<file path="src/rtl/apb_rd_pkg.sv">
package apb_rd_pkg;
   typedef enum logic [1:0] {
      PH_IDLE   = 2'd0,
      PH_SETUP  = 2'd1,
      PH_ACCESS = 2'd2
   } rd_phase_e;
endpackage

</file>
<file path="src/rtl/apb_rd_seq.sv">
module apb_rd_seq
   import apb_rd_pkg::*;
#(
   parameter int ADDR_W = 16
)(
   input  logic              clk,
   input  logic              rst_n,
   input  logic              req_i,
   input  logic [ADDR_W-1:0] req_addr_i,
   input  logic              pready_i,
   output logic              psel_o,
   output logic              penable_o,
   output logic              pwrite_o,
   output logic [ADDR_W-1:0] paddr_o,
   output logic              complete_o,
   output logic              busy_o
);
   rd_phase_e         phase_q, phase_d;
   logic [ADDR_W-1:0] addr_q;
   logic              take_req;

   assign complete_o = (phase_q == PH_ACCESS) && pready_i;
   assign take_req   = req_i && ((phase_q == PH_IDLE) || complete_o);

   always_comb begin
      phase_d = phase_q;
      unique case (phase_q)
         PH_IDLE:   if (req_i) phase_d = PH_SETUP;
         PH_SETUP:  phase_d = PH_ACCESS;
         PH_ACCESS: if (pready_i) phase_d = req_i ? PH_SETUP : PH_IDLE;
         default:   phase_d = PH_IDLE;
      endcase
   end

   always_ff @(posedge clk or negedge rst_n) begin
      if (!rst_n) begin
         phase_q <= PH_IDLE;
         addr_q  <= '0;
      end else begin
         phase_q <= phase_d;
         if (take_req) addr_q <= req_addr_i;
      end
   end

   assign psel_o    = (phase_q != PH_IDLE);
   assign penable_o = (phase_q == PH_ACCESS);
   assign pwrite_o  = 1'b0;
   assign paddr_o   = addr_q;
   assign busy_o    = psel_o;

   // setup lasts one cycle and is followed by access
   assert_setup_then_access_R1: assert property (@(posedge clk) disable iff (!rst_n)
      (psel_o && !penable_o) |=> (psel_o && penable_o));

   // direction is always read
   always_comb assert_read_only_R1: assert (!pwrite_o || !rst_n);

   // a stall keeps select and enable high
   assert_stall_keeps_access_R2: assert property (@(posedge clk) disable iff (!rst_n)
      (penable_o && !pready_i) |=> (psel_o && penable_o));

   // address and direction frozen across a wait
   assert_hold_addr_R3: assert property (@(posedge clk) disable iff (!rst_n)
      (penable_o && !pready_i) |=> ($stable(paddr_o) && $stable(pwrite_o)));

   // completion with no request goes idle
   assert_idle_after_done_R7: assert property (@(posedge clk) disable iff (!rst_n)
      (penable_o && pready_i && !req_i) |=> !psel_o);
endmodule

</file>
<file path="src/rtl/apb_rd_capture.sv">
module apb_rd_capture #(
   parameter int DATA_W = 32
)(
   input  logic              clk,
   input  logic              rst_n,
   input  logic              complete_i,
   input  logic [DATA_W-1:0] prdata_i,
   input  logic              pslverr_i,
   output logic              done_o,
   output logic [DATA_W-1:0] rdata_o,
   output logic              err_o
);
   always_ff @(posedge clk or negedge rst_n) begin
      if (!rst_n) begin
         done_o  <= 1'b0;
         rdata_o <= '0;
         err_o   <= 1'b0;
      end else begin
         done_o <= complete_i;
         if (complete_i) begin
            rdata_o <= prdata_i;
            err_o   <= pslverr_i;
         end
      end
   end

   // every completion yields a done pulse next cycle
   assert_done_after_complete_R5: assert property (@(posedge clk) disable iff (!rst_n)
      complete_i |=> done_o);

   // result holds when no completion occurred
   assert_result_held_R5: assert property (@(posedge clk) disable iff (!rst_n)
      !complete_i |=> ($stable(rdata_o) && $stable(err_o) && !done_o));
endmodule

</file>
<file path="src/rtl/apb_rd_wdog.sv">
module apb_rd_wdog #(
   parameter int WDOG_LIMIT = 8
)(
   input  logic clk,
   input  logic rst_n,
   input  logic penable_i,
   input  logic pready_i,
   output logic wdog_o
);
   localparam int CNT_W = $clog2(WDOG_LIMIT + 1);

   logic [CNT_W-1:0] wait_cnt_q;
   logic             wait_cyc;

   assign wait_cyc = penable_i && !pready_i;

   always_ff @(posedge clk or negedge rst_n) begin
      if (!rst_n) begin
         wait_cnt_q <= '0;
         wdog_o     <= 1'b0;
      end else if (!wait_cyc) begin
         wait_cnt_q <= '0;
         wdog_o     <= 1'b0;
      end else begin
         if (wait_cnt_q != CNT_W'(WDOG_LIMIT)) wait_cnt_q <= wait_cnt_q + 1'b1;
         if (wait_cnt_q == CNT_W'(WDOG_LIMIT - 1)) wdog_o <= 1'b1;
      end
   end

   // the flag lives only inside an access phase
   assert_wdog_in_access_R9: assert property (@(posedge clk) disable iff (!rst_n)
      wdog_o |-> penable_i);

   // once raised, the flag stays while the stall continues
   assert_wdog_sticky_R9: assert property (@(posedge clk) disable iff (!rst_n)
      (wdog_o && !pready_i) |=> wdog_o);
endmodule

</file>
<file path="src/rtl/apb_rd_mgr.sv">
module apb_rd_mgr #(
   parameter int ADDR_W     = 16,
   parameter int DATA_W     = 32,
   parameter bit WDOG_EN    = 1'b1,
   parameter int WDOG_LIMIT = 8
)(
   input  logic              clk,
   input  logic              rst_n,
   input  logic              req_i,
   input  logic [ADDR_W-1:0] req_addr_i,
   output logic              busy_o,
   output logic              done_o,
   output logic [DATA_W-1:0] rdata_o,
   output logic              err_o,
   output logic              wdog_o,
   output logic              psel_o,
   output logic              penable_o,
   output logic              pwrite_o,
   output logic [ADDR_W-1:0] paddr_o,
   input  logic [DATA_W-1:0] prdata_i,
   input  logic              pready_i,
   input  logic              pslverr_i
);
   if (ADDR_W < 1 || ADDR_W > 32) begin : g_bad_addr_w
      $error("apb_rd_mgr: ADDR_W must be 1..32");
   end
   if (DATA_W < 8 || DATA_W > 32) begin : g_bad_data_w
      $error("apb_rd_mgr: DATA_W must be 8..32");
   end
   if (WDOG_EN && WDOG_LIMIT < 1) begin : g_bad_limit
      $error("apb_rd_mgr: WDOG_LIMIT must be at least 1");
   end

   logic complete;

   apb_rd_seq #(.ADDR_W(ADDR_W)) i_seq (
      .clk        (clk),
      .rst_n      (rst_n),
      .req_i      (req_i),
      .req_addr_i (req_addr_i),
      .pready_i   (pready_i),
      .psel_o     (psel_o),
      .penable_o  (penable_o),
      .pwrite_o   (pwrite_o),
      .paddr_o    (paddr_o),
      .complete_o (complete),
      .busy_o     (busy_o)
   );

   apb_rd_capture #(.DATA_W(DATA_W)) i_capture (
      .clk        (clk),
      .rst_n      (rst_n),
      .complete_i (complete),
      .prdata_i   (prdata_i),
      .pslverr_i  (pslverr_i),
      .done_o     (done_o),
      .rdata_o    (rdata_o),
      .err_o      (err_o)
   );

   if (WDOG_EN) begin : g_wdog
      apb_rd_wdog #(.WDOG_LIMIT(WDOG_LIMIT)) i_wdog (
         .clk       (clk),
         .rst_n     (rst_n),
         .penable_i (penable_o),
         .pready_i  (pready_i),
         .wdog_o    (wdog_o)
      );
   end else begin : g_no_wdog
      assign wdog_o = 1'b0;
   end

   // nothing is selected while held in reset
   always_comb assert_reset_quiet_R10: assert (rst_n || (!psel_o && !done_o && !wdog_o));
endmodule

</file>
<file path="config.mk">
export PLATFORM = sky130hd
export DESIGN_NAME = apb_rd_mgr
export DESIGN_NICKNAME = d
export VERILOG_FILES = /design/src/rtl/apb_rd_pkg.sv /design/src/rtl/apb_rd_seq.sv /design/src/rtl/apb_rd_capture.sv /design/src/rtl/apb_rd_wdog.sv /design/src/rtl/apb_rd_mgr.sv
export SDC_FILE = /design/constraint.sdc
export NUM_CORES = 1
export LEC_CHECK = 0
export ABC_AREA = 1
export CAP_MARGIN = 20
export CORE_MARGIN = 2
export CORE_UTILIZATION = 41
export CTS_CLUSTER_DIAMETER = 40
export DETAILED_ROUTE_END_ITERATION = 8
export HOLD_SLACK_MARGIN = 0.05
export MAX_ROUTING_LAYER = met4
export PLACE_DENSITY_LB_ADDON = 0.25
export RECOVER_POWER = 25
export SLEW_MARGIN = 0
export SYNTH_ARGS = -nofsm -noshare
export SYNTH_HDL_FRONTEND = slang
export SYNTH_HIERARCHICAL = 1
export SYNTH_SLANG_ARGS = --single-unit
</file>
<file path="constraint.sdc">
create_clock -name clk -period 1.35 [get_ports clk]
set_input_delay 0.2025 -clock clk [delete_from_list [all_inputs] [get_ports clk]]
set_output_delay 0.2025 -clock clk [all_outputs]
set_load 0.01 [all_outputs]
</file>
# Word-level counts from Yosys, hierarchy flattened
# Cells that the tools add are included.
# word_totals
ff_bits	57
input_bits	53
output_inout_bits	55
wordCells	32
# classes
addsub	1
mux	8
n_eq_ne	8
n_reduce_logical	8
# ops
cell	n
two-way mux 4 bit	2
!= test 2 bit, second input constant	4
one-hot mux 2 bit (3 select lines)	1
adder 4 x 1 -> 4 bit, second input constant	1
== test 4 x 3 -> 1 bit, second input constant	1
two-way mux 2 bit	2
!= test 4 bit, second input constant	1
logical AND 1 bit	3
two-way mux 1 bit	3
== test 2 x 1 -> 1 bit, second input constant	1
== test 2 bit, second input constant	1
logical NOT 2 bit	1
AND reduction 2 bit	1
nonzero test 2 bit	1
logical NOT 1 bit	1
logical OR 1 bit	1

# Logic depth before layout (Yosys ltp)
# Gate-level depths: netlist of run 1.
# depth
depth_word	4
depth_mapped	8
ltp_nobuf	7

# Modules after synthesis
# The synthesis of run 1 kept the hierarchy.
# modules_own_cells
mod	instances	area_per_inst_um2	cells_each	seq_area_each_um2
apb_rd_capture	1	1330.0	141	850.8
apb_rd_seq	1	764.5	86	450.4
apb_rd_wdog	1	267.8	33	125.1

# Least setup slack after synthesis of run 1
# Ideal clock, no wire load.
# synth_path
path_type	reg-to-reg
startpoint	reg i_seq.phase_q[0]
endpoint	reg i_capture.rdata_o[0]
period_less_slack_ns	1.192
path_buffers	2
setup_slack_ns	0.158
path_stages_with_launch	9
t_required_ns	1.234
t_arrival_ns	1.075
setup_ns	0.116
cell_sequence	dfrtp_1 > inv_1 > nand2_1 > nor2_1 > buf_6 > inv_8 > buf_8 > nand2_2 > nand2_1
# synth_between
elab_chain_cells	2
# synth_rtl
element	line	text
from (decl)	apb_rd_seq.sv:18	rd_phase_e phase_q, phase_d;
from (signal assigned)	apb_rd_seq.sv:40	phase_q <= phase_d;
== test 2 bit	apb_rd_seq.sv:22	assign complete_o = (phase_q == PH_ACCESS) && pready_i;
logical AND 1 bit	apb_rd_seq.sv:22	
named net complete	apb_rd_mgr.sv:34	logic complete;
to (signal assigned)	apb_rd_capture.sv:21	rdata_o <= prdata_i;
to (decl)	apb_rd_capture.sv:10	output logic [DATA_W-1:0] rdata_o,
# The timed path passes the listed nets, and every way through them passes these cells.
# A chain may end at the register's enable or synchronous reset.

# Worst setup path in the final report of run 1
# layout_path
startpoint	reg i_seq.phase_q[0]
endpoint	reg i_capture.rdata_o[20]
# The elaborated chain is that of the path after synthesis.

==> flow_metrics.tcl, run 1 <==
set metrics [dict create \
    endpoint_kind "register" \
    drc 0 \
    ys_ff_latch 57 \
    slew_violations 0 \
    vdd_drop_max_mv 1.184 \
    syn_nets 315 \
    dieArea_mm2 0.006385 \
    grt_overflow 0 \
    cts-htree-levels 3 \
    clkTransAtPathRegs_ps 70 \
    cts_buffers 9 \
    fin_area_mm2 0.003701 \
    post_synth_num_cell_types 20 \
    clk_path_buf_depth 2 \
    path_delay_family "buffers and inverters" \
    critical_path.most_common_cell "nand2_1" \
    portBuffers 106 \
    synthCells 260 \
    place_congestion 0.8145 \
    period_needed_ps 1259 \
    cts-root-buf "clkbuf_8" \
    critPathMaxFanout 16 \
    grtUsageMet1_pct 20.59 \
    tritoncts "yes" \
    fin_ws_ps 90.67 \
    total_power_mw 6.349 \
    mostFrequentLayoutCells "nand2_1, dfrtp_1, clkdlybuf4s50_1, dlygate4sd2_1, nand3_1" \
    dpl.hpwl_mm 3.899 \
    layout-drive-gt1-share_pct 13.70 \
    synthToLayoutAreaGrowth_pct 56.67 \
    grt_pass1_vias 1944 \
    drt-total-wl_mm 5.720 \
    antenna_found_initial 0 \
    worstHoldPathType "input port to register" \
    skew_ps 6.666 \
    start_util_pct 42.64 \
    grt_pass1_wl_mm 8.652 \
    leakage_nw 1.992 \
    synthesis.area_mm2 0.002362 \
    chipWidth_um 79.91 \
    fin_setup_tns_ps 0 \
    top_level_ports 108 \
    ant_nets 0 \
    fmax_ghz 0.7941 \
    drtIter0Drc 92 \
    crit_path_start_kind "register" \
    status "complete, no violations" \
    tightest_slew_ps 762.4 \
    p_per_area_mw_per_mm2 1715 \
    final_nets 437 \
    rsz0062_at_grt "false" \
    period_share_pct 93.28 \
    hold_viol_final 0 \
    slowest_delay_ps 370 \
    wl_per_cell_um 12.46 \
    num_rows 27 \
    met2_usage_pct 30.75 \
    finalSetupViolCount 0 \
    final_common_cell "nand2_1" \
    clkSinkCount 57 \
    drtPass1Iterations 4 \
    placed_area_mm2 0.003506 \
    coreArea_mm2 0.005540 \
    avgSynthCellArea_um2 9.086 \
    post-place-ws_ps -88.87 \
    yosysWarnings 6 \
    crit_buf_inv 4 \
    ys_seq_area_share_pct 60.38 \
    busiest_layer "met2" \
    clock_latency_ps 330 \
    use_met3_pct 4.299 \
    max_cap_violations 0 \
    grt_max_degree 58 \
    critPathKind "register to register" \
    path_cells "inv_1 > nand2_1 > buf_4 > nor2_4 > buf_12 > clkbuf_16 > nand2_1 > nand2_1" \
    track_usage_pct 18.36 \
    n_antenna_cell 0 \
    slowest_stage "dfrtp_1" \
    arrival_ps 1520 \
    slew-limit-headroom_pct 49.17 \
    die_height_um 79.91 \
    fillers 500 \
    dr_total_vias 2015 \
    worstPathRequired_ps 1610 \
    via_per_inst 4.390 \
]
power by group:
part / leakage, nW / switching, mW / internal (mW)
Clock: 0.102 / 0.653 / 0.888
Combinational: 1.17 / 1.09 / 1.08
Sequential: 0.716 / 0.319 / 2.31
Total: 1.99 / 2.06 / 4.29
per-stage QoR:
step	hold slack (ps)	instances	util, %
global route	401.0	459	66.80
floorplan	-93.09	260	-
global placement	226.1	436	63.28
CTS	392.5	454	65.88
finish	408.7	459	66.80
detailed placement	227.5	436	63.28
final timing paths:
| check | slack, ps | depth (start not counted) | end | start |
|---|---|---|---|---|
| worst min-delay path | 410 | 3 | i_capture/rdata_o[15] | prdata_i[15] |
| min in group asynchronous | 590 | 3 | i_seq/paddr_o[5] | rst_n |
| worst min register to register | 460 | 2 | i_capture/rdata_o[21] | i_capture/rdata_o[21] |
| worst max register to register | 90 | 8 | i_capture/rdata_o[20] | i_seq/phase_q[0] |
| worst max-delay path | 90 | 8 | i_capture/rdata_o[20] | i_seq/phase_q[0] |
| max in group asynchronous | 250 | 3 | i_seq/paddr_o[13] | rst_n |
cell usage after synthesis:
| cell type | instances | area (um2) |
|---|---|---|
| buf_6 | 4 | 45.04 |
| nor2_4 | 1 | 11.26 |
| nand3_2 | 1 | 10.01 |
| nor2_2 | 1 | 6.260 |
| xnor2_1 | 1 | 8.760 |
| buf_4 | 6 | 45.04 |
| nand2_4 | 1 | 11.26 |
| o21ai_0 | 1 | 5.000 |
| conb_1 | 1 | 3.750 |
| nand2_2 | 11 | 68.82 |
| buf_8 | 1 | 15.01 |
| buf_2 | 1 | 5.000 |
| a21oi_1 | 1 | 5.000 |
| dfrtp_1 | 57 | 1426 |
| inv_8 | 1 | 11.26 |
| ha_1 | 2 | 25.02 |
| nand3_1 | 20 | 100.1 |
| nand2_1 | 132 | 495.5 |
| inv_1 | 13 | 48.80 |
| nor2_1 | 4 | 15.01 |
state kept, by name, indices dropped and copies added, names as in the netlist:
register	cells
i_capture/err_o	1
g_wdog.i_wdog/wdog_o	1
i_capture/rdata_o	32
i_seq/paddr_o	16
i_seq/phase_q	2
g_wdog.i_wdog/wait_cnt_q	4
i_capture/done_o	1
cells by family (layout without fill, tap and decap cells):
kind of cell,Yosys count,after routing,synth area share (%)
AOI/OAI and AO/OA,2,2,0.4233
xor gates and xnor gates,1,1,0.3708
adders and majority gates,2,2,1.059
buffers and inverters,26,153,7.203
DFF,57,57,60.38
other,1,1,0.1587
and+or+nand+nor,171,171,30.40
metal layers:
layer	wire (um)	vias to the layer above	share of wire [%]
li1	-	1028	-
met1	2426	915	42
met2	2870	63	50
met3	330	9	5.8
met4	92	0	1.6
met5	0	-	0
worst min-delay path, delay by kind of cell:
kind | cells | cell delay (ps)
buf+inv | 1 | 390
simple gates | 2 | 100
timing repair:
item,CTS,global route
cloned,0,2
pin swaps,0,1
buffers inserted,1,3
endpoints found under the hold margin,57,0
resized for setup,59,3
hold buffers,1,0
endpoints found under the setup margin,54,8
layout make-up:
class                   count  area [um2]  area share [%]
flip-flops and latches     57        1426           38.54
clock buffers              10       137.6           3.719
multi-input cells         177       773.2           20.89
well taps                  72       90.09           2.434
inverters                  14       65.06           1.758
repair buffers            122        1142           30.87
clock inverters             6       57.56           1.555
repair inverters            1       8.758          0.2366
Power figures use the tool's default switching activity.
==> run 2: changes to the inputs <==
--- a/config.mk
+++ b/config.mk
@@ -15,6 +15,7 @@
 export MAX_ROUTING_LAYER = met4
 export PLACE_DENSITY_LB_ADDON = 0.25
 export RECOVER_POWER = 25
+export REMOVE_ABC_BUFFERS = 1
 export SLEW_MARGIN = 0
 export SYNTH_ARGS = -nofsm -noshare
 export SYNTH_HDL_FRONTEND = slang
==> flow_metrics.tcl, run 2 (synthesized netlist as in run 1, its figures left out) <==
set metrics [dict create \
    crit_buf_inv 2 \
    whs_ps 407.1 \
    grt_max_degree 58 \
    start_util_pct 42.64 \
    met2_usage_pct 31.50 \
    clock_latency_ps 320 \
    clkTransAtPathRegs_ps 70 \
    num_rows 27 \
    leakage_nw 1.960 \
    critPathKind "register to output pin" \
    place_congestion 0.7589 \
    status "complete, no violations" \
    mostFrequentLayoutCells "nand2_1, dfrtp_1, clkdlybuf4s50_1, dlygate4sd2_1, nand3_1" \
    crit_path_start_kind "register" \
    grt_overflow 0 \
    dpl.hpwl_mm 3.921 \
    tritoncts "yes" \
    cts-root-buf "clkbuf_8" \
    busiest_layer "met2" \
    vdd_drop_max_mv 0.9296 \
    final_common_cell "nand2_1" \
    antenna_found_initial 0 \
    hold-path-cell-count 3 \
    die_height_um 79.91 \
    layout-drive-gt1-share_pct 11.32 \
    period_needed_ps 1293 \
    cts_buffers 9 \
    slowest_delay_ps 390 \
    drt-total-wl_mm 5.595 \
    ant_nets 0 \
    finalSetupViolCount 0 \
    cts-htree-levels 3 \
    coreArea_mm2 0.005540 \
    critPathMaxFanout 3 \
    fin_ws_ps 56.82 \
    rr_startpoint "i_seq/phase_q[0]" \
    final_util_pct 66.22 \
    clk_path_buf_depth 2 \
    arrival_ps 1090 \
    use_met3_pct 3.846 \
    endpoint_kind "output pin" \
    max_cap_violations 0 \
    fillers 503 \
    reg2reg_to "i_capture/rdata_o[16]" \
    worstHoldPathType "input port to register" \
    worstPathRequired_ps 1150 \
    hold_viol_final 0 \
    hold_start "prdata_i[30]" \
    regMostFlops "i_capture/rdata_o" \
    grtUsageMet1_pct 23.03 \
    n_antenna_cell 0 \
    final_nets 430 \
    drtIter0Drc 105 \
    fmax_ghz 0.7733 \
    slew-limit-headroom_pct 49.32 \
    slew_violations 0 \
    r2r_cells 8 \
    dr_total_vias 2038 \
    slowest_stage "dfrtp_1" \
    p_per_area_mw_per_mm2 1739 \
    worstHoldEndpoint "i_capture/rdata_o[30]" \
    top_level_ports 108 \
    chipWidth_um 79.91 \
    via_per_inst 4.509 \
    place_inst 434 \
    wl_per_cell_um 12.38 \
    largest_reg_flops 32 \
    layout.cells.non_filler 452 \
    dieArea_mm2 0.006385 \
    skew_ps 7.610 \
    register_area_mm2 0.001426 \
    drc 0 \
    portBuffers 106 \
    clkSinkCount 57 \
    drtPass1Iterations 4 \
    multiInputGateArea_um2 768.2 \
    tightest_slew_ps 760.2 \
    grt_pass1_wl_mm 9.390 \
    period_share_pct 95.79 \
    track_usage_pct 19.74 \
    synthToLayoutAreaGrowth_pct 55.30 \
    grt_pass1_vias 2054 \
    path_cells "inv_1 > nand2_1 > clkdlybuf4s15_1" \
    r2r_slack_ps 110 \
    rsz0062_at_grt "false" \
    post-place-ws_ps -66.96 \
    path_delay_family "flip-flops" \
]
run 2: changes by cell type in the layout (fill, tap and decap cells not counted), sizes merged:
| cell | previous run | this run |
|---|---|---|
| buf | 15 | 10 |
| clkinv | 5 | 2 |
| clkbuf | 14 | 12 |
| clkdlybuf4s15 | 0 | 2 |
| clkinvlp | 1 | 2 |
run 2: per-stage QoR:
| step | total power, mW | TNS [ps] | instance area (um2) |
|---|---|---|---|
| final | 6.381 | 0 | 3669 |
| after global placement | 5.260 | -1020 | 3536 |
| after global routing | 6.816 | 0 | 3669 |
| after CTS | 6.484 | 0 | 3681 |
| after floorplan | 3.597 | -31440 | 2252 |
| after detailed placement | 5.323 | -1736 | 3536 |
run 2: worst max-delay path by stage:
| stage | from | end | slack [ps] | cells past startpoint |
|---|---|---|---|---|
| 2_1_floorplan | i_seq/phase_q[0] | i_capture/err_o | -940 | 6 |
| 3_3_place_gp | pready_i | i_capture/err_o | -40 | 7 |
| 3_5_place_dp | pready_i | i_capture/rdata_o[4] | -70 | 7 |
| 4_1_cts | i_seq/phase_q[1] | busy_o | 30 | 3 |
| 5_1_grt | i_seq/phase_q[1] | busy_o | 4 | 3 |
| 6_report | i_seq/phase_q[1] | busy_o | 60 | 3 |
run 2: final cells by class:
class                      instances  area share, %
clock buffer                      11          3.854
clock inverter                     5          1.501
inverter                          14          1.637
multi-input combinational        177          20.94
sequential                        57          38.88
tap                               72          2.456
timing repair buffer             116          30.73
run 2: layer usage:
layer	vias to the layer above	wire (um)
met5	-	0
met4	0	163
met3	16	226
met2	62	2762
met1	944	2443
li1	1016	-
run 2: power by group:
| part | leakage, nW | switching [mW] | internal, mW |
|---|---|---|---|
| sequential | 0.716 | 0.335 | 2.31 |
| clock | 0.0953 | 0.659 | 0.896 |
| combinational | 1.15 | 1.10 | 1.08 |
run 2: worst reg2reg max path: stages (launching register included):
cell and delay (ps):
dfrtp_1 380, inv_1 70, nand2_1 60, buf_4 130, nor2_2 130, buf_12 140
inv_8 80, nand2_1 90, nand2_1 50
run 2: timing repair:
| item | 4_1_cts | 5_1_grt |
|---|---|---|
| hold buffers | 1 | 0 |
| hold endpoints to repair | 57 | 0 |
| buffers inserted | 1 | 0 |
| endpoints found under the setup margin | 54 | 0 |
| resized for setup | 59 | 0 |
